`src/rtl/rxq_pkg.sv`:
```
package rxq_pkg;

    typedef enum logic [1:0] {
        RA_STATUS = 2'd0,
        RA_DATA   = 2'd1,
        RA_LENGTH = 2'd2,
        RA_SPARE  = 2'd3
    } rxq_addr_e;

    localparam logic [2:0] SEL_QUEUED   = 3'd5;
    localparam logic [2:0] SEL_RECEIVED = 3'd6;
    localparam logic [2:0] SEL_DROPPED  = 3'd7;

    localparam int WORD_W = 32;

    typedef struct packed {
        logic              sop;
        logic              eop;
        logic [1:0]        last_bytes;
        logic [WORD_W-1:0] data;
    } rxq_beat_t;

    // Number of valid bytes encoded by the last-word code (0 stands for 4).
    function automatic logic [2:0] byte_count(input logic [1:0] code);
        return (code == 2'd0) ? 3'd4 : {1'b0, code};
    endfunction

    // Keeps the leading valid bytes of a left-aligned final word.
    function automatic logic [WORD_W-1:0] keep_mask(input logic [1:0] code);
        logic [WORD_W-1:0] m;
        case (code)
            2'd1:    m = 32'hFF00_0000;
            2'd2:    m = 32'hFFFF_0000;
            2'd3:    m = 32'hFFFF_FF00;
            default: m = 32'hFFFF_FFFF;
        endcase
        return m;
    endfunction

endpackage

```
`src/rtl/rxq_word_mem.sv`:
```
module rxq_word_mem #(
    parameter int DEPTH = 16,
    parameter int AW    = 4,
    parameter int W     = 32
) (
    input  logic         clk,
    input  logic         we,
    input  logic [AW-1:0] waddr,
    input  logic [W-1:0]  wdata,
    input  logic [AW-1:0] raddr,
    output logic [W-1:0]  rdata
);

    logic [W-1:0] cell_q [DEPTH];

    always_ff @(posedge clk) begin
        if (we) cell_q[waddr] <= wdata;
    end

    assign rdata = cell_q[raddr];

endmodule

```
`src/rtl/rxq_len_fifo.sv`:
```
module rxq_len_fifo #(
    parameter int DEPTH = 4,
    parameter int AW    = 2,
    parameter int CW    = 3,
    parameter int W     = 7
) (
    input  logic          clk,
    input  logic          rst,
    input  logic          flush,
    input  logic          push,
    input  logic [W-1:0]  push_len,
    input  logic          pop,
    output logic [W-1:0]  head_len,
    output logic [CW-1:0] count,
    output logic          full,
    output logic          empty
);

    logic [W-1:0]  slot_q [DEPTH];
    logic [AW-1:0] wr_q, rd_q;
    logic [CW-1:0] cnt_q;
    logic          do_push, do_pop;

    function automatic logic [AW-1:0] step(input logic [AW-1:0] p);
        return (p == AW'(DEPTH - 1)) ? '0 : p + 1'b1;
    endfunction

    assign full     = (cnt_q == CW'(DEPTH));
    assign empty    = (cnt_q == '0);
    assign do_push  = push && !full;
    assign do_pop   = pop && !empty;
    assign head_len = slot_q[rd_q];
    assign count    = cnt_q;

    always_ff @(posedge clk) begin
        if (do_push) slot_q[wr_q] <= push_len;
    end

    always_ff @(posedge clk) begin
        if (rst || flush) begin
            wr_q  <= '0;
            rd_q  <= '0;
            cnt_q <= '0;
        end else begin
            if (do_push) wr_q <= step(wr_q);
            if (do_pop)  rd_q <= step(rd_q);
            case ({do_push, do_pop})
                2'b10:   cnt_q <= cnt_q + 1'b1;
                2'b01:   cnt_q <= cnt_q - 1'b1;
                default: cnt_q <= cnt_q;
            endcase
        end
    end

endmodule

```
`src/rtl/rxq_ingress.sv`:
```
module rxq_ingress
    import rxq_pkg::*;
#(
    parameter int DEPTH = 16,
    parameter int AW    = 4,
    parameter int PW    = 5,
    parameter int LEN_W = 7
) (
    input  logic              clk,
    input  logic              rst,
    input  logic              flush,
    input  logic              beat_valid,
    input  rxq_beat_t         beat,
    input  logic [PW-1:0]     rd_ptr,
    input  logic              len_full,
    output logic              mem_we,
    output logic [AW-1:0]     mem_waddr,
    output logic [WORD_W-1:0] mem_wdata,
    output logic              commit,
    output logic [LEN_W-1:0]  commit_len,
    output logic              drop,
    output logic [PW-1:0]     tent_ptr
);

    logic          open_q, ovf_q;
    logic [PW-1:0] base_q, tent_q, cnt_q;

    logic          take, fits, room, end_pkt, bad, cur_ovf;
    logic [PW-1:0] cur_ptr, cur_cnt, used, nxt_ptr;

    always_comb begin
        take     = beat_valid && (beat.sop || open_q);
        cur_ptr  = beat.sop ? base_q : tent_q;
        cur_cnt  = beat.sop ? '0 : cnt_q;
        cur_ovf  = beat.sop ? 1'b0 : ovf_q;
        used     = cur_ptr - rd_ptr;
        room     = (used != PW'(DEPTH));
        fits     = !cur_ovf && room;
        nxt_ptr  = cur_ptr + 1'b1;
        end_pkt  = take && beat.eop;
        bad      = !fits || len_full;

        mem_we     = take && fits;
        mem_waddr  = cur_ptr[AW-1:0];
        mem_wdata  = beat.eop ? (beat.data & keep_mask(beat.last_bytes)) : beat.data;
        commit     = end_pkt && !bad;
        drop       = end_pkt && bad;
        commit_len = LEN_W'({cur_cnt, 2'b00}) + LEN_W'(byte_count(beat.last_bytes));
    end

    assign tent_ptr = tent_q;

    always_ff @(posedge clk) begin
        if (rst || flush) begin
            open_q <= 1'b0;
            ovf_q  <= 1'b0;
            base_q <= '0;
            tent_q <= '0;
            cnt_q  <= '0;
        end else if (take) begin
            if (end_pkt) begin
                open_q <= 1'b0;
                ovf_q  <= 1'b0;
                cnt_q  <= '0;
                if (commit) begin
                    base_q <= nxt_ptr;
                    tent_q <= nxt_ptr;
                end else begin
                    tent_q <= base_q;
                end
            end else begin
                open_q <= 1'b1;
                ovf_q  <= !fits;
                tent_q <= fits ? nxt_ptr : cur_ptr;
                cnt_q  <= fits ? cur_cnt + 1'b1 : cur_cnt;
            end
        end
    end

endmodule

```
`src/rtl/rxq_stats.sv`:
```
module rxq_stats
    import rxq_pkg::*;
#(
    parameter int CNT_W = 16,
    parameter int LQ_CW = 3
) (
    input  logic             clk,
    input  logic             rst,
    input  logic             flush,
    input  logic             sel_wr,
    input  logic [2:0]       sel_in,
    input  logic             ev_commit,
    input  logic             ev_drop,
    input  logic [LQ_CW-1:0] queued,
    output logic [WORD_W-1:0] value
);

    localparam int N_EV = 2;

    logic [2:0]       sel_q;
    logic [N_EV-1:0]  ev;
    logic [CNT_W-1:0] cnt_q [N_EV];

    assign ev = {ev_drop, ev_commit};

    always_ff @(posedge clk) begin
        if (rst || flush)  sel_q <= '0;
        else if (sel_wr)   sel_q <= sel_in;
    end

    for (genvar g = 0; g < N_EV; g++) begin : g_evcnt
        always_ff @(posedge clk) begin
            if (rst || flush) cnt_q[g] <= '0;
            else if (ev[g])   cnt_q[g] <= cnt_q[g] + 1'b1;
        end
    end

    always_comb begin
        case (sel_q)
            SEL_QUEUED:   value = WORD_W'(queued);
            SEL_RECEIVED: value = WORD_W'(cnt_q[0]);
            SEL_DROPPED:  value = WORD_W'(cnt_q[1]);
            default:      value = '0;
        endcase
    end

endmodule

```
`src/rtl/pktrx_queue.sv`:
```
module pktrx_queue
    import rxq_pkg::*;
#(
    parameter int DEPTH    = 16,  // word buffer depth, power of two
    parameter int LQ_DEPTH = 4,   // packets held at once
    parameter int CNT_W    = 16   // event counter width, at most 32
) (
    input  logic        clk,
    input  logic        rst,
    input  logic        in_valid,
    input  logic        in_sop,
    input  logic        in_eop,
    input  logic [1:0]  in_last_bytes,
    input  logic [31:0] in_data,
    input  logic [1:0]  reg_addr,
    input  logic        reg_rd,
    input  logic        reg_wr,
    input  logic [31:0] reg_wdata,
    output logic [31:0] reg_rdata,
    output logic        irq
);

    localparam int AW    = $clog2(DEPTH);
    localparam int PW    = AW + 1;
    localparam int LEN_W = AW + 3;
    localparam int LQ_AW = (LQ_DEPTH > 1) ? $clog2(LQ_DEPTH) : 1;
    localparam int LQ_CW = $clog2(LQ_DEPTH + 1);

    rxq_addr_e addr;
    rxq_beat_t beat;

    logic len_rd, data_rd, stat_wr, flush, sel_wr;
    logic have_pkt, pop, data_pop;

    logic              mem_we, commit, drop, lq_full, lq_empty;
    logic [AW-1:0]     mem_waddr;
    logic [WORD_W-1:0] mem_wdata, mem_rdata, stat_value;
    logic [LEN_W-1:0]  commit_len, lq_head;
    logic [LQ_CW-1:0]  lq_count;
    logic [PW-1:0]     tent_ptr;

    logic [PW-1:0]     rd_ptr_q, words_left_q, head_words;
    logic [LEN_W:0]    head_round;
    logic              in_seq_q, irq_q;

    assign addr = rxq_addr_e'(reg_addr);
    assign beat = '{sop: in_sop, eop: in_eop, last_bytes: in_last_bytes, data: in_data};

    assign len_rd   = reg_rd && (addr == RA_LENGTH);
    assign data_rd  = reg_rd && (addr == RA_DATA);
    assign stat_wr  = reg_wr && (addr == RA_STATUS);
    assign flush    = stat_wr && (reg_wdata == '0);
    assign sel_wr   = stat_wr && (reg_wdata != '0);
    assign have_pkt = !lq_empty;
    assign pop      = len_rd && have_pkt;
    assign data_pop = data_rd && (words_left_q != '0);

    assign head_round = (LEN_W + 1)'(lq_head) + (LEN_W + 1)'(3);
    assign head_words = PW'(head_round >> 2);

    rxq_ingress #(.DEPTH(DEPTH), .AW(AW), .PW(PW), .LEN_W(LEN_W)) u_ingress (
        .clk        (clk),
        .rst        (rst),
        .flush      (flush),
        .beat_valid (in_valid),
        .beat       (beat),
        .rd_ptr     (rd_ptr_q),
        .len_full   (lq_full),
        .mem_we     (mem_we),
        .mem_waddr  (mem_waddr),
        .mem_wdata  (mem_wdata),
        .commit     (commit),
        .commit_len (commit_len),
        .drop       (drop),
        .tent_ptr   (tent_ptr)
    );

    rxq_word_mem #(.DEPTH(DEPTH), .AW(AW), .W(WORD_W)) u_mem (
        .clk   (clk),
        .we    (mem_we),
        .waddr (mem_waddr),
        .wdata (mem_wdata),
        .raddr (rd_ptr_q[AW-1:0]),
        .rdata (mem_rdata)
    );

    rxq_len_fifo #(.DEPTH(LQ_DEPTH), .AW(LQ_AW), .CW(LQ_CW), .W(LEN_W)) u_lenq (
        .clk      (clk),
        .rst      (rst),
        .flush    (flush),
        .push     (commit),
        .push_len (commit_len),
        .pop      (pop),
        .head_len (lq_head),
        .count    (lq_count),
        .full     (lq_full),
        .empty    (lq_empty)
    );

    rxq_stats #(.CNT_W(CNT_W), .LQ_CW(LQ_CW)) u_stats (
        .clk       (clk),
        .rst       (rst),
        .flush     (flush),
        .sel_wr    (sel_wr),
        .sel_in    (reg_wdata[2:0]),
        .ev_commit (commit),
        .ev_drop   (drop),
        .queued    (lq_count),
        .value     (stat_value)
    );

    // Read side: word pointer, words still owed for the current packet,
    // read-sequence flag and interrupt.
    always_ff @(posedge clk) begin
        if (rst || flush) begin
            rd_ptr_q     <= '0;
            words_left_q <= '0;
            in_seq_q     <= 1'b0;
            irq_q        <= 1'b0;
        end else begin
            if (len_rd) begin
                rd_ptr_q     <= rd_ptr_q + words_left_q;
                words_left_q <= pop ? head_words : '0;
                in_seq_q     <= have_pkt;
                irq_q        <= commit && !have_pkt;
            end else begin
                if (data_pop) begin
                    rd_ptr_q     <= rd_ptr_q + 1'b1;
                    words_left_q <= words_left_q - 1'b1;
                end
                if (commit && lq_empty && !in_seq_q) irq_q <= 1'b1;
            end
        end
    end

    assign irq = irq_q;

    always_comb begin
        case (addr)
            RA_STATUS: reg_rdata = stat_value;
            RA_DATA:   reg_rdata = data_pop ? mem_rdata : '0;
            RA_LENGTH: reg_rdata = have_pkt ? WORD_W'(lq_head) : '0;
            default:   reg_rdata = '0;
        endcase
    end

endmodule

```
`config.mk`:
```
export PLATFORM = sky130hd
export DESIGN_NAME = pktrx_queue
export DESIGN_NICKNAME = d
export VERILOG_FILES = /design/src/rtl/rxq_pkg.sv /design/src/rtl/rxq_word_mem.sv /design/src/rtl/rxq_len_fifo.sv /design/src/rtl/rxq_ingress.sv /design/src/rtl/rxq_stats.sv /design/src/rtl/pktrx_queue.sv
export SDC_FILE = /design/constraint.sdc
export NUM_CORES = 1
export LEC_CHECK = 0
export ABC_AREA = 1
export BUFFER_PORTS_ARGS = -buffer_cell sky130_fd_sc_hd__buf_4
export CAP_MARGIN = 40
export CORE_UTILIZATION = 36
export DETAILED_ROUTE_END_ITERATION = 8
export PLACE_DENSITY = 0.63
export SLEW_MARGIN = 20
export SYNTH_ARGS = -nofsm -noshare
export SYNTH_HDL_FRONTEND = slang
export SYNTH_SLANG_ARGS = --single-unit
```
`constraint.sdc`:
```
create_clock -name clk -period 9.5 [get_ports clk]
set_clock_uncertainty 0.2 [all_clocks]
set_input_delay 0.475 -clock clk [delete_from_list [all_inputs] [get_ports clk]]
set_output_delay 0.475 -clock clk [all_outputs]
set_load 0.02 [all_outputs]
```
==> results list <==
* Setup violators final: 0
- CP Class: reg2out
- Die extent in x: roughly 280 um
- After clock tree synthesis, the repair step resized 0 gates.
- Count of distinct cell types in the synthesized netlist: between 40 and 50
* Iter 0 DRT Violations: approximately 1600
- The cell area that synthesis handed to floorplanning was 0.0269 sq mm.
- The longest clock path from root to sink contains 3 buffers.
- GR met2 Demand/Resource: 0.272
* Unrepaired setup endpoints after global routing: no
* Routed wire length: roughly 63 mm
- Number of storage elements in the synthesis netlist: between 600 and 700
* Antenna-violating nets left: 0
* Worst-skew pair later-pin latency: ~0.62 ns
* Count of flip-flops with a built-in enable after synthesis: roughly 570
- Pins over their slew limit: 0
- The routed layout has about 18000 vias.
- Sum Neg Setup Slack: 0 ns
- Layer with the highest usage: met2
- Final Critical Period: 4.46 ns
* Status: finished clean
- Row generation in the floorplan step produced approximately 100 rows.
- Total congestion overflow: 0
- The die covers roughly 0.076 sq mm.
- The tree is rooted in a sky130_fd_sc_hd__clkbuf_16.
- Final weighted congestion in routability-driven placement: 0.889
- Met1 track demand over resource in global routing: 0.227
* Num Clock Sinks: ~600
- Leakage power summed over all cells: 0.0110 uW
- Endpoint kind of the worst setup timing path: output port
- Pwr Density: ~190 mW/mm^2
- Global routing usage on met3: 0.0251
- Worst slew pin tran: 0.833 ns
* Number of primary I/O pins: around 110
- For this run, the share of the core covered by cells in the final layout is 0.426.
- Worst vdd rail ir drop: around 160 uV
- Once detailed placement completed, the half-perimeter wirelength came to between 30 and 40 mm.
- Initial antenna violation count: 1
- YS warnings: 0
- Area added between synthesis and finish: 16.4%
* Via density per instance: 5.15
- Dividing the detail-routed wire length by the instance count gives 18.5 um.
- Gate count of the mapped netlist: between 2000 and 2500
* Share of power burned in the clock network: 0.410
- Most frequent standard cell in the layout excluding fill and tap cells: sky130_fd_sc_hd__edfxtp_1
- The placed instances occupy a cell area of between 0.02 and 0.03 sq mm.
* Effective utilization at floorplan: 0.366
- Path type of the worst min-delay path: in2reg
- Diodes inserted: 0
- Worst endpoint required time: between 8 and 9 ns
* Total clock buffers created by CTS: 60
- The share of total power dissipated in combinational logic is 0.086.
* Total GRT Usage: 0.166
- In the final layout, the share of cells above drive strength 1 is 0.132.
- Placeable core region: roughly 0.073 sq mm
- Averaged over all synthesized cells, the footprint is 11.8 sq um.
- Predominant post-synthesis flop cell: sky130_fd_sc_hd__edfxtp_1
- Max-capacitance violation count: 0
- In this run the power spent charging and discharging nets is ~1400 uW.
- Of the total power, registers draw 0.504.
* Synth Net Count: 2382
- Crit path DAT: ~3.8 ns
- For this run, the register share of the synthesized area comes to 0.672.
- Of the total power, the share spent switching nets is 0.231.
- TritonCTS built the clock tree.
- After detailed routing, the number of remaining DRC violations is 0.
- CP startpoint kind: flip-flop
* Number of detailed-route iterations in the first pass: 5
- In this run the vertical extent of the chip is 275 um.
* Ratio of final minimum period to clock period: 0.469
* Relative max-transition margin: 0.445
* Number of H-tree branching levels: 2
- Pin count of the biggest net entering global routing: about 230
- Post-CTS repair timing setup buffer count: 0
- Wire length of the first global-routing pass: between 90 and 100 mm
- Async S/R FF share, synth: 0
- Largest fanout on the critical path: 165
* Total count of hold-check failures in the final report: 0
- Buffers placed on the I/O ports in this run total 107.
* Clock slew at the register clock pins of the worst setup and hold paths: 0.07 ns
- Internal power comes to between 4000 and 5000 uW.
- Commonest cells after routing, fill and taps aside: sky130_fd_sc_hd__edfxtp_1 (572), sky130_fd_sc_hd__o21ai_0 (292), sky130_fd_sc_hd__nand2_1 (279), sky130_fd_sc_hd__inv_1 (246), sky130_fd_sc_hd__a21oi_1 (169)
- Via count of the first global-routing pass: about 17000
* Final instance area: about 0.031 sq mm
* F_max: 224 MHz
* Post-layout nets: about 2500
* Fin Hold WS: ~0.042 ns
## worst paths after layout
check                           start                    to  slack [ns]  cells after the start
setup / recovery            flip-flop          reg_rdata[6]        5.04                     10
hold / removal            in_data[17]   u_mem.cell_q[2][17]        0.04                      3
setup reg to reg  u_ingress.base_q[2]  u_mem.cell_q[11][25]        5.32                     13
hold reg to reg       u_ingress.ovf_q       u_ingress.ovf_q        0.27                      2
## logic make-up (layout without fill, tap and decap cells)
| group | after synthesis | after routing | synth area share |
|---|---|---|---|
| AND/OR/NAND/NOR | 549 | 549 | 0.0887 |
| AO/OA/AOI/OAI | 569 | 569 | 0.115 |
| flip-flops | 617 | 617 | 0.672 |
| adder cells (fa/ha/maj) | 30 | 30 | 0.0145 |
| multiplexers | 128 | 128 | 0.0476 |
| buffers and inverters | 365 | 538 | 0.0564 |
| XOR/XNOR | 19 | 19 | 0.00619 |
## per-layer routing
| metal | share of wire | routed length [um] | vias to the layer above |
|---|---|---|---|
| li1 | - | - | 8343 |
| met3 | 0.059 | 3750 | 98 |
| met2 | 0.47 | 29900 | 574 |
| met4 | 0.025 | 1600 | 2 |
| met1 | 0.44 | 27900 | 8528 |
| met5 | 0.00016 | 10 | - |
## synthesized netlist by cell type, types with 14 or more instances
cell                         n  area, sq um
sky130_fd_sc_hd__a21oi_1   169          846
sky130_fd_sc_hd__a31oi_1    20          125
sky130_fd_sc_hd__buf_2      20          100
sky130_fd_sc_hd__clkbuf_1   62          233
sky130_fd_sc_hd__dfxtp_1    45          901
sky130_fd_sc_hd__edfxtp_1  572        17200
sky130_fd_sc_hd__ha_1       28          350
sky130_fd_sc_hd__inv_1     247          927
sky130_fd_sc_hd__mux2i_1   128         1280
sky130_fd_sc_hd__nand2_1   279         1050
sky130_fd_sc_hd__nand3_1    79          395
sky130_fd_sc_hd__nor2_1    130          488
sky130_fd_sc_hd__nor3_1     14         70.1
sky130_fd_sc_hd__o211ai_1   47          353
sky130_fd_sc_hd__o21ai_0   292         1460
sky130_fd_sc_hd__xor2_1     16          140
## repair_timing
| action | 4_1_cts | 5_1_grt |
|---|---|---|
| endpoints found under the setup margin | 0 | 0 |
| hold buffers | 11 | 0 |
| hold endpoints to repair | 131 | 0 |
## worst max-delay path: stages (launching register included)
cell and delay (ns):
sky130_fd_sc_hd__dfxtp_4 0.85, sky130_fd_sc_hd__buf_12 0.37, sky130_fd_sc_hd__buf_16 0.56, sky130_fd_sc_hd__a21oi_1 0.18
sky130_fd_sc_hd__o21ai_0 0.14, sky130_fd_sc_hd__o21ai_0 0.13, sky130_fd_sc_hd__o21ai_0 0.25, sky130_fd_sc_hd__nand2_1 0.14
sky130_fd_sc_hd__nand3_1 0.17, sky130_fd_sc_hd__nand3_1 0.15, sky130_fd_sc_hd__buf_4 0.19
## power groups by stage
| stage | Combinational [uW] | Sequential (uW) | Clock [uW] |
|---|---|---|---|
| CTS | 514 | 3050 | 2530 |
| finish | 519 | 3050 | 2480 |
| floorplan | 345 | 3100 | 0 |
| detailed placement | 508 | 3110 | 0 |
| global route | 577 | 3060 | 2640 |
| global placement | 484 | 3110 | 0 |
## layout make-up
| type | count | area (sq um) |
|---|---|---|
| Fill cell | 6717 | 42100 |
| Sequential cell | 617 | 18100 |
| Multi-Input combinational cell | 1295 | 7430 |
| Timing Repair Buffer | 175 | 1600 |
| Clock buffer | 70 | 1570 |
| Tap cell | 959 | 1200 |
| Inverter | 251 | 946 |
| Clock inverter | 42 | 493 |
## state kept, by name, summed over array words and instances, names as in the netlist, 3 cells and up, named ones only
name / cells
u_ingress.tent_ptr: 5
u_stats.cnt_q: 32
u_ingress.base_q: 5
u_lenq.slot_q: 28
u_lenq.count: 3
u_mem.cell_q: 512
u_stats.sel_q: 3
rd_ptr_q: 5
words_left_q: 5
u_ingress.cnt_q: 5
## stage by stage
| step | worst slack [ns] | cells | power, uW |
|---|---|---|---|
| after floorplan | 4.50 | 2277 | 3440 |
| after global placement | 5.09 | 3251 | 3590 |
| after detailed placement | 5.02 | 3278 | 3620 |
| after CTS | 4.93 | 3401 | 6100 |
| after global routing | 4.74 | 3409 | 6270 |
| final | 5.04 | 3409 | 6060 |
No activity file was read; power rests on OpenSTA's default activity.
